File: src/rtl/twi_pkg.sv
package twi_pkg;

    localparam logic [1:0] CMD_READ  = 2'd1;
    localparam logic [1:0] CMD_WRITE = 2'd2;

    // Bus symbols executed by the line engine
    typedef enum logic [1:0] {
        SYM_START,
        SYM_RSTART,
        SYM_BIT,
        SYM_STOP
    } twi_sym_e;

    // Transfer controller states
    typedef enum logic [2:0] {
        ST_IDLE,
        ST_START,
        ST_TXBIT,
        ST_TXACK,
        ST_RSTART,
        ST_RXBIT,
        ST_RXACK,
        ST_STOP
    } twi_state_e;

    typedef struct packed {
        logic       scl;
        logic       low;
        logic [1:0] step;
    } eng_s;

endpackage

File: src/rtl/twi_line_engine.sv
module twi_line_engine
    import twi_pkg::*;
(
    input  logic     clk_i,
    input  logic     rst_ni,
    input  logic     tick_i,
    input  logic     active_i,
    input  twi_sym_e sym_i,
    input  logic     bit_i,
    output logic     scl_o,
    output logic     sda_low_o,
    output logic     adv_o
);

    eng_s eng_d, eng_q;
    logic last_step;

    always_comb begin
        eng_d = eng_q;
        case (sym_i)
            SYM_START:  last_step = (eng_q.step == 2'd1);
            SYM_BIT:    last_step = (eng_q.step == 2'd2);
            SYM_RSTART: last_step = (eng_q.step == 2'd3);
            SYM_STOP:   last_step = (eng_q.step == 2'd2);
            default:    last_step = 1'b1;
        endcase

        if (tick_i && active_i) begin
            case (sym_i)
                SYM_START: begin
                    if (eng_q.step == 2'd0) eng_d.low = 1'b1;
                    else                    eng_d.scl = 1'b0;
                end
                SYM_BIT: begin
                    case (eng_q.step)
                        2'd0:    eng_d.low = ~bit_i;
                        2'd1:    eng_d.scl = 1'b1;
                        default: eng_d.scl = 1'b0;
                    endcase
                end
                SYM_RSTART: begin
                    case (eng_q.step)
                        2'd0:    eng_d.low = 1'b0;
                        2'd1:    eng_d.scl = 1'b1;
                        2'd2:    eng_d.low = 1'b1;
                        default: eng_d.scl = 1'b0;
                    endcase
                end
                default: begin
                    case (eng_q.step)
                        2'd0:    eng_d.low = 1'b1;
                        2'd1:    eng_d.scl = 1'b1;
                        default: eng_d.low = 1'b0;
                    endcase
                end
            endcase
            eng_d.step = last_step ? 2'd0 : eng_q.step + 2'd1;
        end
    end

    always_ff @(posedge clk_i or negedge rst_ni) begin
        if (!rst_ni) begin
            eng_q <= '{scl: 1'b1, low: 1'b0, step: 2'd0};
        end else begin
            eng_q <= eng_d;
        end
    end

    assign scl_o     = eng_q.scl;
    assign sda_low_o = eng_q.low;
    assign adv_o     = tick_i & active_i & last_step;

endmodule

File: src/rtl/twi_xfer_ctl.sv
module twi_xfer_ctl
    import twi_pkg::*;
#(
    parameter int TX_BYTES = 8,
    parameter int RX_BYTES = 8,
    parameter int CW       = 4,
    parameter int TXW      = 3,
    parameter int RXW      = 3
) (
    input  logic           clk_i,
    input  logic           rst_ni,
    input  logic           start_i,
    input  logic [1:0]     cmd_i,
    input  logic [CW-1:0]  count_i,
    input  logic           adv_i,
    input  logic           sda_i,
    input  logic [7:0]     fetch_byte_i,
    output logic [TXW-1:0] fetch_idx_o,
    output logic           active_o,
    output twi_sym_e       sym_o,
    output logic           bit_o,
    output logic           busy_o,
    output logic           done_o,
    output logic           err_o,
    output logic           rx_we_o,
    output logic [RXW-1:0] rx_idx_o,
    output logic [7:0]     rx_byte_o
);

    localparam logic [CW-1:0] WR_MAX = CW'(TX_BYTES);
    localparam logic [CW-1:0] RD_MAX = CW'(RX_BYTES + 3);
    localparam logic [CW-1:0] ONE    = CW'(1);
    localparam logic [CW-1:0] THREE  = CW'(3);
    localparam logic [CW-1:0] FOUR   = CW'(4);

    typedef struct packed {
        twi_state_e    st;
        logic          rd;
        logic [CW-1:0] count;
        logic [CW-1:0] byte_idx;
        logic [CW-1:0] rx_idx;
        logic [2:0]    bits;
        logic [7:0]    sh;
        logic          busy;
        logic          done;
        logic          err;
    } ctl_t;

    ctl_t ctl_d, ctl_q;
    logic wr_ok, rd_ok, rx_last, tx_last;

    assign wr_ok   = (cmd_i == CMD_WRITE) && (count_i >= ONE)  && (count_i <= WR_MAX);
    assign rd_ok   = (cmd_i == CMD_READ)  && (count_i >= FOUR) && (count_i <= RD_MAX);
    assign rx_last = (ctl_q.rx_idx + ONE) == (ctl_q.count - THREE);
    assign tx_last = (ctl_q.byte_idx + ONE) == ctl_q.count;

    // Byte to fetch from the transmit buffer on the next symbol boundary
    always_comb begin
        if (ctl_q.st == ST_START || ctl_q.st == ST_RSTART) fetch_idx_o = '0;
        else fetch_idx_o = TXW'(ctl_q.byte_idx + ONE);
    end

    // Symbol presented to the line engine
    always_comb begin
        active_o = 1'b1;
        bit_o    = 1'b1;
        sym_o    = SYM_BIT;
        case (ctl_q.st)
            ST_IDLE:   active_o = 1'b0;
            ST_START:  sym_o = SYM_START;
            ST_TXBIT:  bit_o = ctl_q.sh[7];
            ST_TXACK:  bit_o = 1'b1;
            ST_RSTART: sym_o = SYM_RSTART;
            ST_RXBIT:  bit_o = 1'b1;
            ST_RXACK:  bit_o = rx_last;
            default:   sym_o = SYM_STOP;
        endcase
    end

    always_comb begin
        ctl_d      = ctl_q;
        ctl_d.done = 1'b0;
        rx_we_o    = 1'b0;
        rx_byte_o  = {ctl_q.sh[6:0], sda_i};
        rx_idx_o   = RXW'(ctl_q.rx_idx);

        if (ctl_q.st == ST_IDLE) begin
            if (start_i && (wr_ok || rd_ok)) begin
                ctl_d.st    = ST_START;
                ctl_d.rd    = rd_ok;
                ctl_d.count = count_i;
                ctl_d.err   = 1'b0;
                ctl_d.busy  = 1'b1;
            end
        end else if (adv_i) begin
            case (ctl_q.st)
                ST_START: begin
                    ctl_d.sh       = {fetch_byte_i[7:1], 1'b0};
                    ctl_d.byte_idx = '0;
                    ctl_d.bits     = 3'd0;
                    ctl_d.st       = ST_TXBIT;
                end
                ST_TXBIT: begin
                    ctl_d.sh   = {ctl_q.sh[6:0], 1'b0};
                    ctl_d.bits = ctl_q.bits + 3'd1;
                    if (ctl_q.bits == 3'd7) ctl_d.st = ST_TXACK;
                end
                ST_TXACK: begin
                    if (sda_i) begin
                        ctl_d.err = 1'b1;
                        ctl_d.st  = ST_STOP;
                    end else if (!ctl_q.rd) begin
                        if (tx_last) begin
                            ctl_d.st = ST_STOP;
                        end else begin
                            ctl_d.sh       = fetch_byte_i;
                            ctl_d.byte_idx = ctl_q.byte_idx + ONE;
                            ctl_d.bits     = 3'd0;
                            ctl_d.st       = ST_TXBIT;
                        end
                    end else begin
                        case (ctl_q.byte_idx)
                            CW'(0): begin
                                ctl_d.sh       = fetch_byte_i;
                                ctl_d.byte_idx = ONE;
                                ctl_d.bits     = 3'd0;
                                ctl_d.st       = ST_TXBIT;
                            end
                            CW'(1): ctl_d.st = ST_RSTART;
                            default: begin
                                ctl_d.rx_idx = '0;
                                ctl_d.bits   = 3'd0;
                                ctl_d.st     = ST_RXBIT;
                            end
                        endcase
                    end
                end
                ST_RSTART: begin
                    ctl_d.sh       = {fetch_byte_i[7:1], 1'b1};
                    ctl_d.byte_idx = CW'(2);
                    ctl_d.bits     = 3'd0;
                    ctl_d.st       = ST_TXBIT;
                end
                ST_RXBIT: begin
                    ctl_d.sh   = {ctl_q.sh[6:0], sda_i};
                    ctl_d.bits = ctl_q.bits + 3'd1;
                    if (ctl_q.bits == 3'd7) begin
                        rx_we_o  = 1'b1;
                        ctl_d.st = ST_RXACK;
                    end
                end
                ST_RXACK: begin
                    if (rx_last) begin
                        ctl_d.st = ST_STOP;
                    end else begin
                        ctl_d.rx_idx = ctl_q.rx_idx + ONE;
                        ctl_d.bits   = 3'd0;
                        ctl_d.st     = ST_RXBIT;
                    end
                end
                default: begin
                    ctl_d.st   = ST_IDLE;
                    ctl_d.busy = 1'b0;
                    ctl_d.done = 1'b1;
                end
            endcase
        end
    end

    always_ff @(posedge clk_i or negedge rst_ni) begin
        if (!rst_ni) begin
            ctl_q <= '{st: ST_IDLE, default: '0};
        end else begin
            ctl_q <= ctl_d;
        end
    end

    assign busy_o = ctl_q.busy;
    assign done_o = ctl_q.done;
    assign err_o  = ctl_q.err;

endmodule

File: src/rtl/twi_reg_master.sv
module twi_reg_master
    import twi_pkg::*;
#(
    parameter int TX_BYTES = 8,
    parameter int RX_BYTES = 8,
    localparam int MAXC = (TX_BYTES > RX_BYTES + 3) ? TX_BYTES : RX_BYTES + 3,
    localparam int CW   = $clog2(MAXC + 1),
    localparam int TXW  = (TX_BYTES > 1) ? $clog2(TX_BYTES) : 1,
    localparam int RXW  = (RX_BYTES > 1) ? $clog2(RX_BYTES) : 1
) (
    input  logic                  clk_i,
    input  logic                  rst_ni,
    input  logic                  tick_i,
    input  logic                  start_i,
    input  logic [1:0]            cmd_i,
    input  logic [CW-1:0]         count_i,
    input  logic                  load_i,
    input  logic [TXW-1:0]        load_idx_i,
    input  logic [7:0]            load_byte_i,
    input  logic                  sda_i,
    output logic                  scl_o,
    output logic                  sda_low_o,
    output logic                  busy_o,
    output logic                  done_o,
    output logic                  err_o,
    output logic [RX_BYTES*8-1:0] rx_data_o
);

    typedef struct packed {
        logic [TX_BYTES-1:0][7:0] txb;
        logic [RX_BYTES-1:0][7:0] rxb;
    } bufs_t;

    bufs_t bufs_d, bufs_q;

    logic           adv;
    logic           active;
    twi_sym_e       sym;
    logic           sym_bit;
    logic [TXW-1:0] fetch_idx;
    logic [7:0]     fetch_byte;
    logic           rx_we;
    logic [RXW-1:0] rx_idx;
    logic [7:0]     rx_byte;

    twi_line_engine u_engine (
        .clk_i     (clk_i),
        .rst_ni    (rst_ni),
        .tick_i    (tick_i),
        .active_i  (active),
        .sym_i     (sym),
        .bit_i     (sym_bit),
        .scl_o     (scl_o),
        .sda_low_o (sda_low_o),
        .adv_o     (adv)
    );

    twi_xfer_ctl #(
        .TX_BYTES (TX_BYTES),
        .RX_BYTES (RX_BYTES),
        .CW       (CW),
        .TXW      (TXW),
        .RXW      (RXW)
    ) u_ctl (
        .clk_i        (clk_i),
        .rst_ni       (rst_ni),
        .start_i      (start_i),
        .cmd_i        (cmd_i),
        .count_i      (count_i),
        .adv_i        (adv),
        .sda_i        (sda_i),
        .fetch_byte_i (fetch_byte),
        .fetch_idx_o  (fetch_idx),
        .active_o     (active),
        .sym_o        (sym),
        .bit_o        (sym_bit),
        .busy_o       (busy_o),
        .done_o       (done_o),
        .err_o        (err_o),
        .rx_we_o      (rx_we),
        .rx_idx_o     (rx_idx),
        .rx_byte_o    (rx_byte)
    );

    assign fetch_byte = (int'(fetch_idx) < TX_BYTES) ? bufs_q.txb[fetch_idx] : 8'h00;

    always_comb begin
        bufs_d = bufs_q;
        if (load_i && !busy_o && (int'(load_idx_i) < TX_BYTES)) begin
            bufs_d.txb[load_idx_i] = load_byte_i;
        end
        if (rx_we && (int'(rx_idx) < RX_BYTES)) begin
            bufs_d.rxb[rx_idx] = rx_byte;
        end
    end

    always_ff @(posedge clk_i or negedge rst_ni) begin
        if (!rst_ni) begin
            bufs_q <= '0;
        end else begin
            bufs_q <= bufs_d;
        end
    end

    for (genvar g = 0; g < RX_BYTES; g++) begin : g_rx
        assign rx_data_o[g*8 +: 8] = bufs_q.rxb[g];
    end

endmodule

File: config.mk
export PLATFORM = sky130hd
export DESIGN_NAME = twi_reg_master
export DESIGN_NICKNAME = d
export VERILOG_FILES = /design/src/rtl/twi_pkg.sv /design/src/rtl/twi_line_engine.sv /design/src/rtl/twi_xfer_ctl.sv /design/src/rtl/twi_reg_master.sv
export SDC_FILE = /design/constraint.sdc
export NUM_CORES = 1
export LEC_CHECK = 0
export BUFFER_PORTS_ARGS = -buffer_cell sky130_fd_sc_hd__buf_2
export CAP_MARGIN = 20
export CORE_MARGIN = 8
export CORE_UTILIZATION = 44
export CTS_BUF_LIST = sky130_fd_sc_hd__clkbuf_4
export DETAILED_ROUTE_END_ITERATION = 12
export PLACE_DENSITY = 0.63
export SLEW_MARGIN = 20
export SYNTH_ARGS = -nofsm -noshare
export SYNTH_HDL_FRONTEND = slang
export SYNTH_SLANG_ARGS = --single-unit
File: constraint.sdc
create_clock -name clk_i -period 6.1 [get_ports clk_i]
set_input_delay 0.915 -clock clk_i [delete_from_list [all_inputs] [get_ports clk_i]]
set_output_delay 0.915 -clock clk_i [all_outputs]
set_load 0.01 [all_outputs]
Word level (Yosys, flattened, before mapping)
Index checks and enable logic that the tools add are counted.

storage, ports and cells
  bits in registers = 162
  logic and storage cells = 186

operators by class
  add/sub/neg operators = 5
  order comparisons = 9
  equality and inequality tests = 36
  muxes and demuxes = 62
  bitwise operators = 4
  reductions and logical operators = 41

operators with widths
  operator            count
  $bwmux 64           2
  $demux 8 s3         2
  $mux 8              5
  $pmux 8 s5          1
  $mux 3              10
  $bmux 8 s3          1
  $mux 11             2
  $mux 4              5
  $mux 19             1
  $mux 1              16
  $pmux 3 s5          1
  $ne 2x2->1 const B  7
  $reduce_and 7->1    2
  $eq 3x3->1 const B  4
  $lt 3x4->1 const B  3
  $pmux 2 s3          2
  $pmux 3 s4          1
  $pmux 4 s3          1
  $reduce_and 6->1    2
  $eq 2x2->1 const B  5
  $pmux 1 s2          5
  $reduce_and 5->1    2
  $reduce_or 2->1     5
  $logic_and 1x1->1   9
  39 further kinds    63

Depth between registers and ports, before layout
Gate-level depths: netlist of run 1.

  word-level depth = 9
  gate-level depth with buffers = 11
  mapped depth without buffers = 8

Hierarchy
From an unflattened synthesis of run 1, not the netlist that was laid out.

unflattened totals
  cell total of the unflattened synthesis = 688
  area total of the unflattened synthesis = 8688.3 sq um

modules (own cells, without submodules)
  module           instances  cells each  area each (sq um)  sequential area each (sq um)
  twi_reg_master   1          379         5973.2             3203.1
  twi_xfer_ctl     1          267         2306.0             750.7
  twi_line_engine  1          42          409.1              101.3

Least setup slack after synthesis of run 1
No wires, ideal clock.

  path type = register to register
  from = register u_ctl.ctl_q[18] (netlist name)
  to = register u_ctl.ctl_q (netlist bit u_ctl.rx_byte_o[1])
  arrival time = 2.591 ns
  slack = 3.385 ns
  stages on the path, launching flop included = 11
  path through = dfrtp_1 -> clkbuf_1 -> inv_1 -> ha_1 -> clkbuf_1 -> xor2_1 -> nor3_1 -> nand3_1 -> a21oi_1 -> nor3b_2 -> mux2_2

on the way
  word-level cells in the longest chain between the ends = 8
  elaborated cells on any way between the ends = 14

ends and longest elaborated chain
  what                                      line                                      source
  from (decl)                               twi_xfer_ctl.sv:49                        ctl_t ctl_d, ctl_q;
  from (signal assigned)                    twi_xfer_ctl.sv:174                       ctl_q <= ctl_d;
  $add 4x1->4                               twi_xfer_ctl.sv:55                        assign tx_last = (ctl_q.byte_idx + ONE) == ctl_q.count;
  $mux 3                                    twi_xfer_ctl.sv:59                        if (ctl_q.st == ST_START || ctl_q.st == ST_RSTART) fetch_idx_o = '0;
  $bmux 8 s3                                twi_reg_master.sv:85                      assign fetch_byte = (int'(fetch_idx) < TX_BYTES) ? bufs_q.txb[fetch_idx] : 8'h00;
  $mux 8 (implied by the code)              twi_reg_master.sv:85
  $mux 11 / $mux 8 (equally long branches)  twi_xfer_ctl.sv:113, twi_xfer_ctl.sv:122
  $mux 11                                   twi_xfer_ctl.sv:112                       end else if (!ctl_q.rd) begin
  $mux 19                                   twi_xfer_ctl.sv:109                       if (sda_i) begin
  $pmux 8 s5                                twi_xfer_ctl.sv:96                        case (ctl_q.st)

Several ways; a longest one is shown, not always the timed one. The select of a mux whose other input is x is not followed.
A chain may end at the register's enable or synchronous reset.

Worst setup path after layout of run 1
  from = register u_ctl.ctl_q[28] (netlist name)
  to = register bufs_q (netlist bit rx_data_o[0])

on the way
  word-level cells in the longest chain between the ends = 9
  elaborated cells on any way between the ends = 21

ends and longest elaborated chain
  what                                      line                   source
  $eq 3x3->1, or another cell as far along  twi_xfer_ctl.sv:68     case (ctl_q.st)
  $reduce_or 5->1 (no line)                 --
  $pmux 2 s3                                twi_xfer_ctl.sv:68
  $eq 2x2->1                                twi_line_engine.sv:20  case (sym_i)
  $reduce_or 2->1 (no line)                 --
  $pmux 1 s3                                twi_line_engine.sv:20
  $and 1x1->1                               twi_line_engine.sv:71  assign adv_o = tick_i & active_i & last_step;
  $mux 1                                    twi_xfer_ctl.sv:95     end else if (adv_i) begin
  $mux 1 *                                  twi_xfer_ctl.sv:87     if (ctl_q.st == ST_IDLE) begin
  to (signal assigned)                      twi_reg_master.sv:101  bufs_q <= bufs_d;
  to (decl)                                 twi_reg_master.sv:34   bufs_t bufs_d, bufs_q;

Mark *: on every way between the ends. The rest lies on a longest branch, timed or not.

==> impl_metrics.json, run 1 <==
{
  "status": "completed",
  "avgSynthCellArea_um2": 11.8,
  "setup_viol": 0,
  "drt_iter0_drc": 435,
  "drc": 0,
  "cts_hold_buf": 0,
  "diodes": 0,
  "ys_seq_elements": 162,
  "area.sequential_um2": 4060,
  "r2r-end": "rx_data_o[0]",
  "core_region_area_um2": 18500,
  "hold_viol": 0,
  "grt_usage": 0.162,
  "final_cell_mix": "dfrtp_1 (161), mux2_2 (142), buf_2 (90)",
  "cts_resized": 0,
  "ios": 92,
  "required_ns": 6.56,
  "clk-insertion-delay-late_ns": 0.57,
  "crit_type": "register to register",
  "initial_core_util": 0.444,
  "powerDensity_nw_per_um2": 426,
  "dieHeight_um": 152,
  "endpoint_kind": "register",
  "synthCells": 691,
  "overflow": 0,
  "p_leak_uw": 0.00411,
  "synth_cell_types": 58,
  "tightest_slew_ns": 0.925,
  "hpwl_um": 13000,
  "period_needed_ns": 3.22,
  "cts_tree": "yes",
  "yosysSeqAreaShare": 0.495,
  "crit_arrival_ns": 3.68,
  "grt_pass1_vias": 5370,
  "cts_buffers": 17,
  "antenna_found_initial": 0,
  "htreeDepth": 4,
  "multi_input_area_um2": 3440,
  "p_sw_frac": 0.387,
  "rows": 50,
  "fmax_mhz": 311,
  "grt_max_degree": 102,
  "fin_skew_ns": 0.0184,
  "finalPower_uw": 3660,
  "syn_area_um2": 8190,
  "synthArstFlopShare": 1.00,
  "power_switching_uw": 1420,
  "p_int_uw": 2240,
  "rsz0062_at_grt": "no",
  "cts-root-buf": "clkbuf_4",
  "die_area_um2": 23200,
  "ant_nets": 0,
  "post_cts_buffers": 0,
  "critPathLaunchType": "register",
  "fin_crit_sh": 0.527,
  "n_fill_cell": 1648,
  "place_congestion": 0.834,
  "mostFrequentLayoutCell": "dfrtp_1",
  "hold_path.class": "input pin to async pin",
  "pwr-share-seq": 0.463,
  "vias_per_cell": 5.51,
  "reg2reg_depth": 6,
  "io_buffers": 91,
  "drive_gt1_frac": 0.401,
  "synth_ff_type": "dfrtp_1",
  "timing.rr.start": "u_ctl.ctl_q[28]",
  "p_clk_frac": 0.164,
  "combPwrFrac": 0.373,
  "yosys_warnings": 0,
  "maxCapViolations": 0,
  "max_slew_margin": 0.383,
  "clock-sinks": 162,
  "rrSetupSlack_ns": 2.88,
  "clkSlewWorstSetupHoldPaths_ns": 0.13,
  "crit_fanout": 28,
  "wl_per_cell_um": 19.1,
  "synth_edf_count": 0,
  "final_net_count": 742,
  "drv_slew": 0,
  "grt_pass1_wl_um": 30100,
  "firstDrtPassIters": 6,
  "fin_setup_tns_ns": 0,
  "area_growth_pct": 5.01,
  "irDropWorstVdd_mv": 0.155,
  "clockBufferDepth": 2,
  "drt_wl_total_um": 18200,
  "synth_nets": 725,
  "die_x_um": 152,
  "vias": 5264
}
## sequential cells by signal (all words and copies together), names as in the netlist
register            flops
u_engine.scl_o          1
bufs_q                 64
u_ctl.done_o            1
rx_data_o              64
u_engine.eng_q          2
u_ctl.rx_idx_o          3
u_ctl.busy_o            1
u_ctl.rx_byte_o         7
u_ctl.ctl_q            17
u_engine.sda_low_o      1
u_ctl.err_o             1
## layer usage
| metal | wire length, µm | up-vias | GRT usage |
|---|---|---|---|
| met2 | 8820 | 130 | 0.270 |
| met3 | 904 | 17 | 0.0459 |
| met5 | 0 | - | 0 |
| met4 | 204 | 0 | 0.0405 |
| met1 | 8280 | 2701 | 0.204 |
| li1 | - | 2416 | - |
## how the worst max path moves through the flow
stage,startpoint,end,slack (ns),depth (start not counted)
2_1_floorplan,u_ctl.ctl_q[18],u_ctl.rx_byte_o[1],3.38,10
3_3_place_gp,u_ctl.ctl_q[18],u_ctl.rx_byte_o[4],3.02,8
3_5_place_dp,u_ctl.ctl_q[28],rx_data_o[0],2.96,6
4_1_cts,u_ctl.ctl_q[28],rx_data_o[0],2.93,6
5_1_grt,u_ctl.ctl_q[28],u_ctl.rx_byte_o[2],2.72,5
6_report,u_ctl.ctl_q[28],rx_data_o[0],2.88,6
## critical path, cell delays in order, from the launching register on
cell and delay [ns]:
dfrtp_1 0.91, nor3_1 0.25, nand2b_1 0.25, a21o_1 0.28
or3_1 0.48, or3_1 0.57, mux2_4 0.37
## per-stage QoR
step / cell area, µm² / hold WS, ns / instances / utilization / setup slack, ns
2_1_floorplan: 8190 / 0.473 / 691 / - / 3.38
3_3_place_gp: 8340 / 0.486 / 923 / 0.452 / 3.02
3_5_place_dp: 8340 / 0.483 / 923 / 0.452 / 2.96
4_1_cts: 8600 / 0.435 / 955 / 0.466 / 2.93
5_1_grt: 8600 / 0.488 / 955 / 0.466 / 2.72
6_report: 8600 / 0.399 / 955 / 0.466 / 2.88
## power by group through the flow
stage / Combinational [µW] / Clock (µW) / Sequential, µW
2_1_floorplan: 1160 / 0 / 1530
3_3_place_gp: 1340 / 0 / 1700
3_5_place_dp: 1360 / 0 / 1720
4_1_cts: 1370 / 621 / 1700
5_1_grt: 1500 / 670 / 1750
6_report: 1360 / 600 / 1700
## area by class of cell
class / count / area share
multi-input cells: 417 / 0.400
clock buffers: 18 / 0.0157
clock inverters: 14 / 0.0148
flip-flops and latches: 162 / 0.472
repair buffers: 96 / 0.0581
inverters: 14 / 0.00611
well taps: 234 / 0.0341
## kinds of logic after synthesis
group / Yosys count / share of synthesized area
multiplexers: 162 / 0.225
flip-flops: 162 / 0.495
AND/OR/NAND/NOR: 142 / 0.0840
buffers and inverters: 112 / 0.0851
AO/OA/AOI/OAI: 82 / 0.0727
XOR/XNOR: 20 / 0.0214
adder cells (fa/ha/maj): 11 / 0.0168
## synthesized netlist by cell type, drive strengths merged (9+ instances only)
master	instances	area [µm²]
a21oi	10	50.1
buf	80	576
clkbuf	18	68.8
dfrtp	161	4030
ha	11	138
inv	14	52.6
mux2	150	1720
mux2i	12	120
nand2	39	146
nand3	11	55.1
nor2	51	206
nor3	9	56.3
o21ai	16	80.1
xnor2	14	123
No activity file was read; power rests on OpenSTA's default activity.
==> run 2: changes to the inputs <==
--- a/config.mk
+++ b/config.mk
@@ -5,13 +5,14 @@
 export SDC_FILE = /design/constraint.sdc
 export NUM_CORES = 1
 export LEC_CHECK = 0
+export ABC_AREA = 1
 export BUFFER_PORTS_ARGS = -buffer_cell sky130_fd_sc_hd__buf_2
 export CAP_MARGIN = 20
 export CORE_MARGIN = 8
 export CORE_UTILIZATION = 44
 export CTS_BUF_LIST = sky130_fd_sc_hd__clkbuf_4
 export DETAILED_ROUTE_END_ITERATION = 12
-export PLACE_DENSITY = 0.63
+export PLACE_DENSITY = 0.65
 export SLEW_MARGIN = 20
 export SYNTH_ARGS = -nofsm -noshare
 export SYNTH_HDL_FRONTEND = slang
==> constraint.sdc (replaced) <==
create_clock -name clk_i -period 2.9 [get_ports clk_i]
set_input_delay 0.435 -clock clk_i [delete_from_list [all_inputs] [get_ports clk_i]]
set_output_delay 0.435 -clock clk_i [all_outputs]
set_load 0.01 [all_outputs]
==> run 2 against run 1 <==
Combinational power increased by 140%. Wire length is 6.1% higher. Cell area rose by 2.2%. Global-route usage increased by 0.71 points. Highest routed layer unchanged. Clock skew rose by 0.0083 ns. Critical path type unchanged. Synthesized area increased by 1.3%. Total power up 120%. Clock-buffer cell count decreased by 1. Maximum frequency increased by 36%.
==> impl_metrics.json, run 2 <==
{
  "yosys_warnings": 0,
  "slowest_delay_ns": 0.55,
  "postPlaceCellArea_um2": 8480,
  "reg2reg_depth": 8,
  "die_area_um2": 23500,
  "cts-root-buf": "clkbuf_4",
  "synth_cell_types": 41,
  "area.sequential_um2": 4060,
  "vias_per_cell": 5.01,
  "clk-insertion-delay-late_ns": 0.57,
  "slowest_stage": "dfrtp_1",
  "grt_pass1_wl_um": 32200,
  "synthCells": 993,
  "cts_buffers": 17,
  "crit_type": "register to register",
  "max_slew_margin": 0.578,
  "die_x_um": 153,
  "hold_viol": 0,
  "ios": 92,
  "io_buffers": 91,
  "tightest_slew_ns": 0.631,
  "hpwl_um": 14000,
  "crit_buf_inv": 1,
  "period_needed_ns": 2.36,
  "fmax_mhz": 423,
  "final_cell_mix": "nand2_1 (254), dfrtp_1 (161), inv_1 (96)",
  "place_congestion": 0.859,
  "place_inst": 1233,
  "mostFrequentLayoutCell": "nand2_1",
  "n_fill_cell": 1839,
  "irDropWorstVdd_mv": 0.449,
  "yosysTopAreaCell": "dfrtp_1",
  "maxCapViolations": 0,
  "yosysSeqAreaShare": 0.489,
  "fin_skew_ns": 0.0266,
  "drt_iter0_drc": 390,
  "p_leak_uw": 0.00460,
  "cp_top_family": "compound AO/OA/AOI/OAI gates",
  "final_net_count": 1053,
  "drc": 0,
  "finalPower_uw": 7930,
  "grt_max_degree": 54,
  "final_cells": 1267,
  "setup_viol": 0,
  "drive_gt1_frac": 0.155,
  "htreeDepth": 4,
  "required_ns": 3.38,
  "avgSynthCellArea_um2": 8.35,
  "cts_tree": "yes",
  "core_region_area_um2": 18600,
  "synth.most_common_cell": "nand2_1",
  "rows": 50,
  "synth_area_leaders": "dfrtp_1 (49%), nand2_1 (11%), buf_4 (6.0%), o21ai_0 (5.2%), inv_1 (4.3%)",
  "fin_crit_sh": 0.815,
  "critPathLaunchType": "register",
  "overflow": 0,
  "fin_hold_ws_ns": 0.0914,
  "synthArstFlopShare": 1.00,
  "grt_pass1_vias": 6245,
  "crit_fanout": 16,
  "hold_end": "u_ctl.ctl_q[23]",
  "clockBufferDepth": 2,
  "timing.rr.start": "u_ctl.ctl_q[27]",
  "syn_area_um2": 8290,
  "endpoint_kind": "register",
  "antenna_found_initial": 1,
  "fin_setup_tns_ns": 0,
  "initial_core_util": 0.446,
  "grt_usage": 0.169,
  "synth_nets": 1027,
  "crit_arrival_ns": 2.85,
  "drt_wl_total_um": 19300,
  "status": "completed",
  "synth_common_cells": "nand2_1 (254), dfrtp_1 (161), inv_1 (96), o21ai_0 (86), nand3_1 (71)",
  "clock-sinks": 162,
  "vias": 6354,
  "crit_chain": "nor2_1 > nand2_1 > nand2_1 > inv_1 > or2_0 > a21boi_0 > o21ai_0 > o21ai_0",
  "ys_seq_elements": 162,
  "design_area_um2": 8790,
  "min-delay-start": "count_i[1]",
  "synth_ff_type": "dfrtp_1",
  "synth_edf_count": 0,
  "r2r-end": "u_ctl.ctl_q[29]",
  "powerDensity_nw_per_um2": 902,
  "wl_per_cell_um": 15.2,
  "rrSetupSlack_ns": 0.54,
  "rsz0062_at_grt": "no",
  "drv_slew": 0,
  "dieHeight_um": 153,
  "area_growth_pct": 5.97,
  "clkSlewWorstSetupHoldPaths_ns": 0.14,
  "hold_path.class": "input pin to register",
  "ant_nets": 0,
  "hold-path-cell-count": 3,
  "synth_top_area_frac": 0.486,
  "firstDrtPassIters": 5,
  "multi_input_area_um2": 3170
}
run 2: logic make-up after synthesis:
group / share of synthesized area
AOI/OAI and AO/OA: 0.123
xor gates and xnor gates: 0.00950
buffers and inverters: 0.129
DFF: 0.489
adders and majority gates: 0.0166
and+or+nand+nor: 0.233
run 2: where the power goes:
| part | leakage, µW | total, µW | switching [µW] | internal, µW |
|---|---|---|---|---|
| Combinational | 0.00232 | 3200 | 2150 | 1050 |
| Clock | 0.000165 | 1430 | 892 | 542 |
| Sequential | 0.00211 | 3300 | 439 | 2860 |
run 2: area by class of cell:
| cell class | instances | share of cell area |
|---|---|---|
| clock buffer | 17 | 0.0145 |
| timing repair buffer | 104 | 0.0653 |
| inverter | 106 | 0.0456 |
| sequential | 162 | 0.461 |
| multi-input combinational | 628 | 0.360 |
| clock inverter | 15 | 0.0192 |
| tap | 234 | 0.0333 |
| antenna | 1 | 0.000285 |
run 2: what timing repair did:
action | in CTS | in global routing
hold buffers | 1 | 0
setup buffers | 0 | 0
gates resized for setup | 0 | 0
endpoints found under the hold margin | 49 | 0
run 2: worst reg2reg max path, delay by kind of cell (launching register included):
kind / cells / cell delay (ns)
AOI/OAI and AO/OA: 3 / 0.75
and+or+nand+nor: 4 / 0.58
DFF: 1 / 0.55
buffers and inverters: 1 / 0.42
run 2: stage by stage:
stage / utilization / setup slack, ns
2_1_floorplan: - / 0.542
3_3_place_gp: 0.456 / 0.636
3_5_place_dp: 0.456 / 0.614
4_1_cts: 0.473 / 0.590
5_1_grt: 0.473 / 0.237
6_report: 0.473 / 0.536
run 2: worst max path at each step:
stage                                 end  cells past startpoint             from  slack, ns
after CTS                 u_ctl.ctl_q[28]                      8  u_ctl.ctl_q[27]       0.59
after floorplan           u_ctl.ctl_q[10]                     14  u_ctl.ctl_q[18]       0.54
after detailed placement    rx_data_o[47]                     10  u_ctl.ctl_q[27]       0.61
after global placement      rx_data_o[47]                     10  u_ctl.ctl_q[29]       0.64
final                     u_ctl.ctl_q[29]                      8  u_ctl.ctl_q[27]       0.54
after global routing      u_ctl.ctl_q[29]                      8  u_ctl.ctl_q[27]       0.24
run 2: per-layer routing:
layer | GRT usage | up-vias | part of all wire
li1 | - | 3212 | -
met1 | 0.209 | 2983 | 0.44
met2 | 0.283 | 131 | 0.49
met3 | 0.0409 | 28 | 0.042
met4 | 0.0608 | 0 | 0.019
met5 | 0 | - | 0
==> run 3: changes to the inputs <==
==> constraint.sdc (replaced) <==
create_clock -name clk_i -period 1.9 [get_ports clk_i]
set_input_delay 0.285 -clock clk_i [delete_from_list [all_inputs] [get_ports clk_i]]
set_output_delay 0.285 -clock clk_i [all_outputs]
set_load 0.01 [all_outputs]
==> run 3 against run 2 <==
The run now ends with setup timing left. First-iteration DRC count increased by 7.4%. Sequential share of layout area decreased by 4.2 points. Register-to-register slack got worse by 0.60 ns. Wire length increased by 8.8%. Via count increased by 6.5%. Largest cell class unchanged. Largest power group is now combinational cells.
==> impl_metrics.json, run 3 (synthesis results as in run 2) <==
{
  "endpoint_kind": "register",
  "clockBufferDepth": 2,
  "ant_nets": 0,
  "p_sw_frac": 0.419,
  "p_leak_uw": 0.00498,
  "grt_usage": 0.174,
  "maxCapViolations": 0,
  "power_switching_uw": 5650,
  "ios": 92,
  "fmax_mhz": 510,
  "multi_input_area_um2": 3380,
  "status": "finished, violations left",
  "period_needed_ns": 1.96,
  "die_x_um": 153,
  "place_congestion": 0.880,
  "n_fill_cell": 1750,
  "p_int_uw": 7840,
  "vias_per_cell": 5.04,
  "grt_pass1_wl_um": 33100,
  "hold_viol": 0,
  "final_net_count": 1130,
  "grt_max_degree": 46,
  "final_cell_mix": "nand2_1 (241), dfrtp_1 (155), inv_1 (93)",
  "firstDrtPassIters": 5,
  "htreeDepth": 4,
  "vias": 6764,
  "fin_hold_ws_ns": 0.0895,
  "overflow": 0,
  "drt_wl_total_um": 21000,
  "die_area_um2": 23500,
  "io_buffers": 91,
  "antenna_found_initial": 1,
  "p_clk_frac": 0.179,
  "rows": 50,
  "initial_core_util": 0.446,
  "place_ws_ns": -0.0576,
  "crit_fanout": 8,
  "cts-root-buf": "clkbuf_4",
  "violations": "setup timing",
  "hold_path.class": "input pin to register",
  "drive_gt1_frac": 0.233,
  "drv_slew": 0,
  "clock-sinks": 162,
  "area.sequential_um2": 4060,
  "fin_skew_ns": 0.0237,
  "wl_per_cell_um": 15.7,
  "fin_crit_sh": 1.03,
  "use_met1": 0.224,
  "tightest_slew_ns": 0.653,
  "core_region_area_um2": 18600,
  "drt_iter0_drc": 419,
  "crit_arrival_ns": 2.39,
  "clk-insertion-delay-late_ns": 0.56,
  "powerDensity_nw_per_um2": 1390,
  "crit_type": "register to register",
  "pwr-share-seq": 0.368,
  "grt_pass1_vias": 6389,
  "cts_buffers": 17,
  "required_ns": 2.33,
  "globalRouteMet2Util": 0.290,
  "dieHeight_um": 153,
  "irDropWorstVdd_mv": 0.579,
  "busiest_layer": "met2",
  "hpwl_um": 14400,
  "cts_tree": "yes",
  "fin_setup_tns_ns": -0.877,
  "layout_setup_ws_ns": -0.0600,
  "rsz0062_at_grt": "yes",
  "setup_viol": 35,
  "mostFrequentLayoutCell": "nand2_1",
  "clkSlewWorstSetupHoldPaths_ns": 0.14,
  "max_slew_margin": 0.564,
  "drc": 0,
  "met3_usage": 0.0372,
  "combPwrFrac": 0.453,
  "area_growth_pct": 16.8,
  "critPathLaunchType": "register"
}
[run 3: cell type report]
class | count | share of cell area
clock inverters | 12 | 0.0214
inverters | 106 | 0.0421
clock buffers | 17 | 0.0132
flip-flops and latches | 162 | 0.419
repair buffers | 174 | 0.124
diodes | 1 | 0.000258
well taps | 234 | 0.0302
multi-input cells | 635 | 0.349
[run 3: metrics by stage]
step | total power [µW] | area (µm²) | util | cells
2_1_floorplan | 8740 | 8340 | - | 993
6_report | 13500 | 9690 | 0.521 | 1341
3_3_place_gp | 10600 | 8900 | 0.479 | 1281
5_1_grt | 14600 | 9690 | 0.521 | 1341
4_1_cts | 13200 | 9420 | 0.507 | 1326
3_5_place_dp | 10700 | 8900 | 0.479 | 1281
[run 3: final timing paths]
path | start | to | slack, ns | cells after the start
min reg2reg | bufs_q[67] | bufs_q[67] | 0.50 | 2
max reg2reg | u_ctl.ctl_q[27] | rx_data_o[1] | -0.06 | 12
min in group asynchronous | rst_ni | u_engine.eng_q[1] | 0.22 | 2
max | u_ctl.ctl_q[27] | rx_data_o[1] | -0.06 | 12
max in group asynchronous | rst_ni | rx_data_o[15] | 1.04 | 3
min | cmd_i[0] | u_ctl.ctl_q[26] | 0.09 | 3
[run 3: what timing repair did]
item	CTS	global route
resized for setup	6	33
hold buffers	13	0
hold endpoints to repair	117	0
setup buffers	2	7
endpoints found under the setup margin	54	86
cloned	1	7
pin swaps	1	18
[run 3: power groups by stage]
stage | sequential, µW | combinational [µW] | clock, µW
5_1_grt | 5070 | 6890 | 2590
4_1_cts | 4950 | 5790 | 2490
6_report | 4970 | 6120 | 2410
2_1_floorplan | 4890 | 3850 | 0
3_3_place_gp | 4990 | 5590 | 0
3_5_place_dp | 5020 | 5670 | 0
[run 3: per-layer routing]
layer | wire [µm] | vias to the layer above
li1 | - | 3382
met1 | 9470 | 3223
met2 | 10400 | 141
met3 | 876 | 18
met4 | 233 | 0
met5 | 0 | -
[run 3: critical path, stage by stage (launching register included)]
cell and delay [ns]:
dfrtp_2 0.50, nor2_4 0.18, nand2_2 0.09, nand2_4 0.07, nand2_2 0.06, nand2_4 0.07, nand3_4 0.12, nor2_8 0.18
buf_12 0.14, buf_6 0.10, nand4_4 0.14, nand2_2 0.14, o21ai_2 0.05
